## config.mk

```make
export PLATFORM = sky130hd
export DESIGN_NAME = pdt_channel
export DESIGN_NICKNAME = d
export VERILOG_FILES = /design/src/rtl/pdt_pkg.sv /design/src/rtl/pdt_gate_sync.sv /design/src/rtl/pdt_cfg.sv /design/src/rtl/pdt_engine.sv /design/src/rtl/pdt_channel.sv
export SDC_FILE = /design/constraint.sdc
export NUM_CORES = 1
export LEC_CHECK = 0
export BUFFER_PORTS_ARGS = -buffer_cell sky130_fd_sc_hd__buf_2
export CAP_MARGIN = 10
export CORE_ASPECT_RATIO = 0.8
export CORE_MARGIN = 4
export CORE_UTILIZATION = 35
export CTS_CLUSTER_SIZE = 25
export DETAILED_ROUTE_END_ITERATION = 6
export GPL_TIMING_DRIVEN = 0
export SYNTH_ARGS = -nofsm -noshare
export SYNTH_HDL_FRONTEND = slang
export SYNTH_SLANG_ARGS = --single-unit
```

## constraint.sdc

```tcl
create_clock -name clk -period 6.3 [get_ports clk]
set_input_delay 0.63 -clock clk [delete_from_list [all_inputs] [get_ports clk]]
set_output_delay 0.63 -clock clk [all_outputs]
set_load 0.01 [all_outputs]
```

## src/rtl/pdt_pkg.sv

```systemverilog
package pdt_pkg;

    typedef enum logic [2:0] {
        MODE_TC       = 3'd0,
        MODE_ONESHOT  = 3'd1,
        MODE_RATE     = 3'd2,
        MODE_SQUARE   = 3'd3,
        MODE_SWSTROBE = 3'd4,
        MODE_HWSTROBE = 3'd5
    } mode_e;

    // Bit 2 is a don't-care whenever bit 1 is set.
    function automatic mode_e decode_mode(input logic [2:0] raw);
        if (raw[1])
            return mode_e'({1'b0, raw[1:0]});
        else
            return mode_e'(raw);
    endfunction

    function automatic logic gate_levelled(input mode_e m);
        return (m == MODE_TC) || (m == MODE_RATE) || (m == MODE_SQUARE);
    endfunction

    function automatic logic gate_triggered(input mode_e m);
        return (m == MODE_ONESHOT) || (m == MODE_HWSTROBE);
    endfunction

endpackage

```

## src/rtl/pdt_gate_sync.sv

```systemverilog
module pdt_gate_sync #(
    parameter int SYNC_STAGES = 2
) (
    input  logic clk,
    input  logic rst,
    input  logic gate_in,
    output logic gate_lvl,
    output logic gate_rise
);
    logic [SYNC_STAGES-1:0] sync_q;
    logic                   prev_q;

    generate
        if (SYNC_STAGES == 1) begin : g_one
            always_ff @(posedge clk) begin
                if (rst) sync_q <= '0;
                else     sync_q <= gate_in;
            end
        end else begin : g_many
            always_ff @(posedge clk) begin
                if (rst) sync_q <= '0;
                else     sync_q <= {sync_q[SYNC_STAGES-2:0], gate_in};
            end
        end
    endgenerate

    always_ff @(posedge clk) begin
        if (rst) prev_q <= 1'b0;
        else     prev_q <= gate_lvl;
    end

    assign gate_lvl  = sync_q[SYNC_STAGES-1];
    assign gate_rise = gate_lvl & ~prev_q;

    // an edge indication lasts a single clock
    a_r3_rise_single: assert property (@(posedge clk) disable iff (rst)
        gate_rise |=> !gate_rise);

endmodule

```

## src/rtl/pdt_cfg.sv

```systemverilog
module pdt_cfg
    import pdt_pkg::*;
#(
    parameter int EW = 17
) (
    input  logic          clk,
    input  logic          rst,
    input  logic          mode_wr,
    input  mode_e         mode_new,
    input  logic          count_wr,
    input  logic [EW-1:0] load_val,
    output mode_e         mode_q,
    output logic [EW-1:0] init_q,
    output logic          armed_q
);
    always_ff @(posedge clk) begin
        if (rst) begin
            mode_q  <= MODE_TC;
            init_q  <= '0;
            armed_q <= 1'b0;
        end else if (mode_wr) begin
            mode_q  <= mode_new;
            armed_q <= 1'b0;
        end else if (count_wr) begin
            init_q  <= load_val;
            armed_q <= 1'b1;
        end
    end

    // a mode write never leaves an undefined code behind
    a_r11_mode_legal: assert property (@(posedge clk) disable iff (rst)
        mode_wr |=> (mode_q <= MODE_HWSTROBE));

endmodule

```

## src/rtl/pdt_engine.sv

```systemverilog
module pdt_engine
    import pdt_pkg::*;
#(
    parameter int EW = 17
) (
    input  logic          clk,
    input  logic          rst,
    input  mode_e         mode_q,
    input  mode_e         mode_new,
    input  logic [EW-1:0] init_q,
    input  logic          armed_q,
    input  logic          mode_wr,
    input  logic          count_wr,
    input  logic [EW-1:0] load_val,
    input  logic          gate_lvl,
    input  logic          gate_rise,
    output logic [EW-1:0] cnt_q,
    output logic          out_q
);
    localparam logic [EW-1:0] ONE  = EW'(1);
    localparam logic [EW-1:0] ZERO = '0;

    logic          run_q;
    logic [EW-1:0] dec;
    logic [EW-1:0] wrap_nxt;
    logic [EW-1:0] half;
    logic          trig;

    assign dec      = cnt_q - ONE;
    assign wrap_nxt = (cnt_q == ONE) ? init_q : dec;
    assign half     = init_q >> 1;
    assign trig     = gate_rise & armed_q;

    always_ff @(posedge clk) begin
        if (rst) begin
            cnt_q <= '0;
            run_q <= 1'b0;
            out_q <= 1'b1;
        end else if (mode_wr) begin
            run_q <= 1'b0;
            out_q <= (mode_new != MODE_TC);
        end else if (count_wr) begin
            if (!gate_triggered(mode_q)) begin
                cnt_q <= load_val;
                run_q <= 1'b1;
                out_q <= (mode_q != MODE_TC);
            end
        end else begin
            unique case (mode_q)
                MODE_TC: begin
                    if (run_q && gate_lvl) begin
                        cnt_q <= dec;
                        if (cnt_q == ONE) begin
                            out_q <= 1'b1;
                            run_q <= 1'b0;
                        end
                    end
                end
                MODE_ONESHOT: begin
                    if (trig) begin
                        cnt_q <= init_q;
                        run_q <= 1'b1;
                        out_q <= 1'b0;
                    end else if (run_q) begin
                        cnt_q <= dec;
                        if (cnt_q == ONE) begin
                            out_q <= 1'b1;
                            run_q <= 1'b0;
                        end
                    end
                end
                MODE_RATE: begin
                    if (run_q && gate_lvl) begin
                        cnt_q <= wrap_nxt;
                        out_q <= (wrap_nxt != ONE);
                    end
                end
                MODE_SQUARE: begin
                    if (run_q && gate_lvl) begin
                        cnt_q <= wrap_nxt;
                        out_q <= (wrap_nxt > half);
                    end
                end
                default: begin
                    if (mode_q == MODE_HWSTROBE && trig) begin
                        cnt_q <= init_q;
                        run_q <= 1'b1;
                        out_q <= 1'b1;
                    end else if (run_q) begin
                        if (cnt_q == ZERO) begin
                            out_q <= 1'b1;
                            run_q <= 1'b0;
                        end else begin
                            cnt_q <= dec;
                            out_q <= (cnt_q != ONE);
                        end
                    end
                end
            endcase
        end
    end

    // terminal-count output is sticky until the host writes again
    a_r2_tc_sticky: assert property (@(posedge clk) disable iff (rst)
        (mode_q == MODE_TC && out_q && !mode_wr && !count_wr) |=> out_q);

    // a low gate freezes the count in level-gated modes
    a_r3_gate_freeze: assert property (@(posedge clk) disable iff (rst)
        (gate_levelled(mode_q) && !gate_lvl && !mode_wr && !count_wr)
        |=> $stable(cnt_q));

    // an accepted trigger restarts from the initial count
    a_r5_retrigger_load: assert property (@(posedge clk) disable iff (rst)
        (gate_triggered(mode_q) && trig && !mode_wr && !count_wr)
        |=> (cnt_q == $past(init_q)));

    // rate generator low phase lasts one clock
    a_r6_rate_one_low: assert property (@(posedge clk) disable iff (rst)
        (mode_q == MODE_RATE && !out_q && gate_lvl && !mode_wr && !count_wr)
        |=> out_q);

    // square wave level follows the count against half the period
    a_r7_square_level: assert property (@(posedge clk) disable iff (rst)
        (mode_q == MODE_SQUARE && run_q && gate_lvl && !mode_wr && !count_wr)
        |=> (out_q == (cnt_q > half)));

    // strobe low lasts one clock
    a_r8_strobe_one_low: assert property (@(posedge clk) disable iff (rst)
        ((mode_q == MODE_SWSTROBE || mode_q == MODE_HWSTROBE) && !out_q
         && !mode_wr && !count_wr) |=> out_q);

endmodule

```

## src/rtl/pdt_channel.sv

```systemverilog
module pdt_channel
    import pdt_pkg::*;
#(
    parameter int CNT_W       = 16,
    parameter int SYNC_STAGES = 2
) (
    input  logic             clk,
    input  logic             rst,
    input  logic             gate_in,
    input  logic             mode_wr,
    input  logic [2:0]       mode_val,
    input  logic             count_wr,
    input  logic [CNT_W-1:0] count_val,
    output logic             out,
    output logic [CNT_W-1:0] count_rd
);
    localparam int EW = CNT_W + 1;

    mode_e         mode_new;
    mode_e         mode_q;
    logic [EW-1:0] load_val;
    logic [EW-1:0] init_q;
    logic [EW-1:0] cnt_q;
    logic          armed_q;
    logic          gate_lvl;
    logic          gate_rise;

    // zero selects the full 2**CNT_W range
    assign load_val = {(count_val == '0), count_val};
    assign mode_new = decode_mode(mode_val);

    pdt_gate_sync #(.SYNC_STAGES(SYNC_STAGES)) u_sync (
        .clk       (clk),
        .rst       (rst),
        .gate_in   (gate_in),
        .gate_lvl  (gate_lvl),
        .gate_rise (gate_rise)
    );

    pdt_cfg #(.EW(EW)) u_cfg (
        .clk      (clk),
        .rst      (rst),
        .mode_wr  (mode_wr),
        .mode_new (mode_new),
        .count_wr (count_wr),
        .load_val (load_val),
        .mode_q   (mode_q),
        .init_q   (init_q),
        .armed_q  (armed_q)
    );

    pdt_engine #(.EW(EW)) u_engine (
        .clk       (clk),
        .rst       (rst),
        .mode_q    (mode_q),
        .mode_new  (mode_new),
        .init_q    (init_q),
        .armed_q   (armed_q),
        .mode_wr   (mode_wr),
        .count_wr  (count_wr),
        .load_val  (load_val),
        .gate_lvl  (gate_lvl),
        .gate_rise (gate_rise),
        .cnt_q     (cnt_q),
        .out_q     (out)
    );

    assign count_rd = cnt_q[CNT_W-1:0];

endmodule

```

==> metrics.md, run 1 <==
| Metric | Value |
|---|---|
| Max FO, Critical Path | `9` |
| Clock slew at reported path FFs | `60 ps` |
| Power Total | `1.07 mW` |
| DRT iter0 DRCs | `352` |
| Post-CTS setup buffer count | `0` |
| Initial antenna violation count | `0` |
| Clk_lat worst skew | `290 ps` |
| Avg WL per Cell | `17.8 um` |
| Max incr delay on CP | `690 ps` |
| GRT Overall Usage | `19.9%` |
| Port buffer count | `38` |
| Fmax | `242 MHz` |
| Clock buffer count from CTS | `5` |
| Total global routing overflow | `0` |
| Max-cap check violation count | `0` |
| Routed vias/inst | `5.70` |
| Nets | `548` |
| Clock sinks | `43` |
| Area grow syn2layout | `15.0%` |
| Worst slew pin tran | `808 ps` |
| Unique masters post-synth | `61` |
| FP Rows | `32` |
| Final Skew | `2.78 ps` |
| Number of synthesis warnings | `0` |
| Final setup TNS | `0 ps` |
| Pre-antenna DRT Iters | `5` |
| Crit. End Element | `register` |
| Worst EP required | `6470 ps` |
| TritonCTS clock tree | `yes` |
| Synth area leader | `dfxtp_1` |
| Mapped Area | `3430 um^2` |
| Post-synth EDFFs | `0` |
| Min Tclk post-route | `4140 ps` |
| Period utilization | `65.7%` |
| Maximum VDD drop | `97.8 uV` |
| Slowest CP cell | `nor3b_1` |
| DP HPWL | `8.82 mm` |
| Die W | `119 um` |
| Asr flop ratio synth | `0%` |
| Fill cells | `1022` |
| CTS resizes | `0` |
| Leak Pwr | `1.62 nW` |
| Worst Setup Path Type | `register to register` |
| Sequential fraction of the synthesis area | `25.1%` |
| Worst hold path type | `register to register` |
| Dpl cells | `618` |
| Vias in the first global route | `3234` |
| PD cells | `271 nW/um^2` |
| CORE AREA | `9610 um^2` |
| Routed wire length | `11.2 mm` |
| CP Launch Type | `register` |
| Via Count | `3566` |
| Critical-path cell list | `inv_1 -> ha_1 -> nor3b_1 -> nand4_1 -> xnor2_1 -> mux2_1 -> ha_1 -> a211o_1 -> a21oi_1 -> o21ai_0 -> a2111oi_0 -> o21ai_0 -> o31ai_1 -> a21oi_1` |
| Top cells by area, synth | `dfxtp_1 25%, a21oi_1 8.2%, ha_1 6.6%, nand2_1 6.6%, nor2_1 3.8%` |
| Root Buffer | `clkbuf_16` |
| Cts hold-fix bufs | `0` |
| Setup ws final | `2160 ps` |
| Hold violation count in the final report | `0` |
| Final setup fails | `0` |
| Die Ht | `96.5 um` |
| Final core utilization | `41.0%` |
| Share of layout cells above drive strength 1 | `17.4%` |
| H-tree Lvls | `2` |
| Boundary Pins | `41` |
| RSZ-0062 raised after global routing | `false` |
| Synth top area share | `25.1%` |
| Post-Synthesis Cells | `461` |
| Max-slew violations | `0` |
| Mapped Nets | `503` |
| #FFs+latches synth | `43` |
| Pre-CTS setup slack | `2240 ps` |
| Avg Cell Area, Syn | `7.44 um^2` |
| Non-filler instance count after layout | `626` |
| Commonest non-fill, non-tap cell in the layout | `nand2_1` |
| Slew HR | `46.0%` |
| First-pass GRT wire length | `17.7 mm` |
| Largest net degree at the start of global routing | `14` |
| Outcome | `finished clean` |
| Detailed-route DRC error count | `0` |
| CTS Buffer Depth | `2` |
| Arrival time worst endpoint | `4310 ps` |
| Antenna viol nets, final | `0` |
| DIE AREA | `11500 um^2` |
| Diode count | `0` |
| Most frequent cells in the layout | `60 x nand2_1, 56 x a21oi_1, 44 x buf_2` |
| Main synth FF type | `dfxtp_1` |
| Final RePlAce weighted congestion | `0.919` |
| Initial Util | `35.7%` |
[Yosys cell counts, drive strengths merged, types with 2 or more instances]
cell type  count
xnor2          9
a211oi         6
dfxtp         43
nor4           9
buf           27
xor2           3
a2111oi        2
nor4b          2
or4            3
nor3          12
or3            4
clkbuf        16
nand3          7
o31ai          3
o21a           5
inv           27
nand2         60
a221oi         2
nand4          9
o21ai         20
nand2b         2
o22ai          3
a211o          3
nand4b         5
nor2b          5
mux2i         10
a22oi          3
a31oi          3
o211ai        13
a21oi         58
o21bai         3
ha            18
mux2           9
nor2          35
a311oi         2
and2           4
o221ai         2
a21o           3
[layer usage]
metal  vias up  GRT usage [%]  part of all wire, %
met5         -              0                    0
met4         0           6.65                  2.4
met3        25           4.60                   11
met2       177           28.5                   40
met1      1635           29.1                   47
li1       1729              -                    -
[area by class of cell]
cell class                 instances  area [um^2]  area share [%]
buffer                            43          248            6.29
clock buffer                       6          139            3.52
clock inverter                     2         35.0           0.889
inverter                          27          101            2.57
multi-input combinational        348         2220            56.3
sequential                        43          861            21.8
tap                              119          149            3.78
timing repair buffer              38          190            4.83
[critical path: cells and delay by family, from the launching register on]
family / cells / cell delay (ps)
xor+xnor: 1 / 190
simple gates: 2 / 890
flops: 1 / 410
fa+ha+maj: 2 / 580
mux: 1 / 380
compound gates: 7 / 1420
buf+inv: 1 / 120
[per-stage QoR]
step           area [um^2]  hold WS (ps)
6_report              3940           436
5_1_grt               3940           459
4_1_cts               3940           441
3_5_place_dp          3770           426
3_3_place_gp          3770           421
2_1_floorplan         3430           414
[path summary, 6_finish.rpt]
check                                                     from                          end  slack [ps]  depth (start not counted)
worst max register to register  u_engine.cnt_q[0]$_SDFFE_PP0P_  u_engine.out_q$_SDFFE_PP1P_        2160                         14
worst max-delay path            u_engine.cnt_q[0]$_SDFFE_PP0P_  u_engine.out_q$_SDFFE_PP1P_        2160                         14
worst min-delay path               u_sync.sync_q[0]$_SDFF_PP0_  u_sync.sync_q[1]$_SDFF_PP0_         440                          1
worst min register to register     u_sync.sync_q[0]$_SDFF_PP0_  u_sync.sync_q[1]$_SDFF_PP0_         440                          1
[flip-flops by register name, summed over array words and instances (netlist names)]
| register | flops |
|---|---|
| u_cfg.armed_q | 1 |
| u_cfg.init_q | 17 |
| u_cfg.mode_q | 3 |
| u_engine.cnt_q | 17 |
| u_engine.out_q | 1 |
| u_engine.run_q | 1 |
| u_sync.prev_q | 1 |
| u_sync.sync_q | 2 |
[cell families (layout without fill, tap and decap cells)]
logic type	Yosys count	count (layout)	share of synthesized area (%)
AND/OR/NAND/NOR	163	163	24.3
buffers and inverters	70	116	10.2
flip-flops	43	43	25.1
adder cells (fa/ha/maj)	18	18	6.57
XOR/XNOR	12	12	3.29
multiplexers	19	19	5.88
AO/OA/AOI/OAI	136	136	24.6
[report_power, final]
part / total [mW] / switching (mW) / internal (mW)
Combinational: 0.442 / 0.256 / 0.185
Sequential: 0.316 / 0.0252 / 0.290
Clock: 0.310 / 0.113 / 0.197
Note: power is estimated with default switching activity, not from simulation.
==> inputs of run 2 (changes only) <==
==> constraint.sdc (replaced) <==
create_clock -name clk -period 3.96 [get_ports clk]
set_input_delay 0.396 -clock clk [delete_from_list [all_inputs] [get_ports clk]]
set_output_delay 0.396 -clock clk [all_outputs]
set_load 0.01 [all_outputs]
==> metrics.md, run 2 (synthesis results as in run 1) <==
| Metric | Value |
|---|---|
| Outcome | `finished clean` |
| Slew HR | `50.6% (+4.6 points)` |
| Worst hold path type | `primary input to register` |
| Pre-antenna DRT Iters | `5 (unchanged)` |
| Min Tclk post-route | `3710 ps (-430 ps)` |
| H-tree Lvls | `2 (unchanged)` |
| Final Skew | `3.62 ps (+0.834 ps)` |
| DIE AREA | `11500 um^2 (unchanged)` |
| Footprint of the multi-input gates | `2270 um^2 (+2.5%)` |
| Vias in the first global route | `3245 (+0.34%)` |
| Share of layout cells above drive strength 1 | `19.7% (+2.4 points)` |
| Die W | `119 um (unchanged)` |
| Clock buffer count from CTS | `5 (unchanged)` |
| Buf/Inv on CP | `2 (+1)` |
| Hold Slack | `310 ps (-126 ps)` |
| Leak Pwr | `1.66 nW (+2.6%)` |
| Max-cap check violation count | `0 (unchanged)` |
| Final RePlAce weighted congestion | `0.919 (unchanged)` |
| Clock sinks | `43 (unchanged)` |
| Hold Startpoint | `gate_in` |
| Routed wire length | `11.3 mm (+1.5%)` |
| Fill cells | `1003 (-1.9%)` |
| Most frequent cells in the layout | `60 x nand2_1, 56 x a21oi_1, 43 x buf_2` |
| Final setup TNS | `0 ps (unchanged)` |
| Worst Setup Path Type | `register to register` |
| Die Ht | `96.5 um (unchanged)` |
| Largest regs | `u_cfg.init_q: 17 flops, u_engine.cnt_q: 17 flops, u_cfg.mode_q: 3 flops` |
| Worst slew pin tran | `737 ps (-71.4 ps)` |
| Slowest CP cell | `or3b_2` |
| Routed vias/inst | `5.67 (-0.40%)` |
| FP Rows | `32 (unchanged)` |
| CORE AREA | `9610 um^2 (unchanged)` |
| Clock slew at reported path FFs | `60 ps (about the same)` |
| CP top delay family | `compound AO/OA/AOI/OAI gates` |
| Hold violation count in the final report | `0 (unchanged)` |
| Final setup fails | `0 (unchanged)` |
| First-pass GRT wire length | `17.7 mm (+0.11%)` |
| Area grow syn2layout | `17.8%` |
| Diode count | `0 (unchanged)` |
| Boundary Pins | `41 (unchanged)` |
| Port buffer count | `38 (unchanged)` |
| PD cells | `435 nW/um^2 (+60%)` |
| Hold Path Cell Cnt | `2 (+1)` |
| Max-slew violations | `0 (unchanged)` |
| Detailed-route DRC error count | `0 (unchanged)` |
| Reg area | `862 um^2 (+0.15%)` |
| Commonest non-fill, non-tap cell in the layout | `nand2_1` |
| Initial antenna violation count | `0 (unchanged)` |
| CP Launch Type | `register` |
| R2R depth | `15 (+1)` |
| DP HPWL | `8.82 mm (unchanged)` |
| FF-to-FF Start | `u_engine.cnt_q[0]$_SDFFE_PP0P_` |
| CTS Buffer Depth | `2 (unchanged)` |
| Initial Util | `35.7% (unchanged)` |
| Avg WL per Cell | `18.0 um (+0.69%)` |
| TritonCTS clock tree | `yes` |
| Via Count | `3580 (+0.39%)` |
| Crit. End Element | `register` |
| Root Buffer | `clkbuf_16` |
| Worst EP required | `4130 ps (-2340 ps)` |
| Worst setup path startpoint | `u_engine.cnt_q[0]$_SDFFE_PP0P_` |
| Cts hold-fix bufs | `0 (unchanged)` |
| Largest net degree at the start of global routing | `14 (unchanged)` |
| CP Depth | `15 (+1)` |
| Max FO, Critical Path | `9 (unchanged)` |
| Max incr delay on CP | `550 ps (-140 ps)` |
| Critical-path cell list | `inv_1 -> ha_1 -> or3b_2 -> o31ai_1 -> o21ai_2 -> mux2i_2 -> inv_1 -> ha_1 -> nand4_1 -> nor4_1 -> a22oi_1 -> o2111ai_1 -> o21ai_1 -> o31ai_1 -> a21oi_1` |
| Maximum VDD drop | `158 uV (+62%)` |
| Antenna viol nets, final | `0 (unchanged)` |
| Fmax | `270 MHz (+12%)` |
| DRT iter0 DRCs | `427 (+21%)` |
| Clk_lat worst skew | `290 ps (about the same)` |
| Period utilization | `93.7% (+28 points)` |
| Nets | `553 (+0.91%)` |
| Total global routing overflow | `0 (unchanged)` |
| FF-to-FF setup slack | `250 ps (-1910 ps)` |
| Arrival time worst endpoint | `3880 ps (-430 ps)` |
| GRT Overall Usage | `19.9% (+0.028 points)` |
==> run 2: area by class of cell <==
cell class / count / area share [%]
multi-input combinational: 348 / 56.3
clock inverter: 2 / 0.867
sequential: 43 / 21.3
tap: 119 / 3.69
buffer: 43 / 6.22
timing repair buffer: 43 / 5.64
inverter: 27 / 2.51
clock buffer: 6 / 3.44
==> run 2: through the flow <==
stage | cell area [um^2] | utilization, % | total power [mW] | cells | worst slack [ps]
after CTS | 3950 | 41.1 | 1.70 | 626 | 13.0
after detailed placement | 3770 | 39.2 | 1.20 | 618 | -99.4
after global routing | 4040 | 42.0 | 1.86 | 631 | -5.06
after global placement | 3770 | 39.2 | 1.18 | 618 | -105
after floorplan | 3430 | - | 1.00 | 461 | 640
final | 4040 | 42.0 | 1.76 | 631 | 251
==> run 2: where the power goes <==
part	switching, mW	internal, mW
registers	0.0443	0.462
clock network	0.183	0.314
logic	0.425	0.328
==> run 2: layer usage <==
layer	up-vias	track usage [%]	part of all wire (%)
met1	1625	29.0	48
met4	0	6.65	2.2
li1	1751	-	-
met2	184	28.8	40
met3	20	4.60	9.6
met5	-	0	0
==> run 2: path summary, 6_finish.rpt <==
kind,endpoint
max,u_engine.out_q$_SDFFE_PP1P_
min,u_sync.sync_q[0]$_SDFF_PP0_
min reg2reg,u_sync.sync_q[1]$_SDFF_PP0_
max reg2reg,u_engine.out_q$_SDFFE_PP1P_
==> run 2: timing repair <==
item	4_1_cts	5_1_grt
endpoints found under the setup margin	1	1
gates resized for setup	2	17
buffers inserted	0	5
pin swaps	0	2
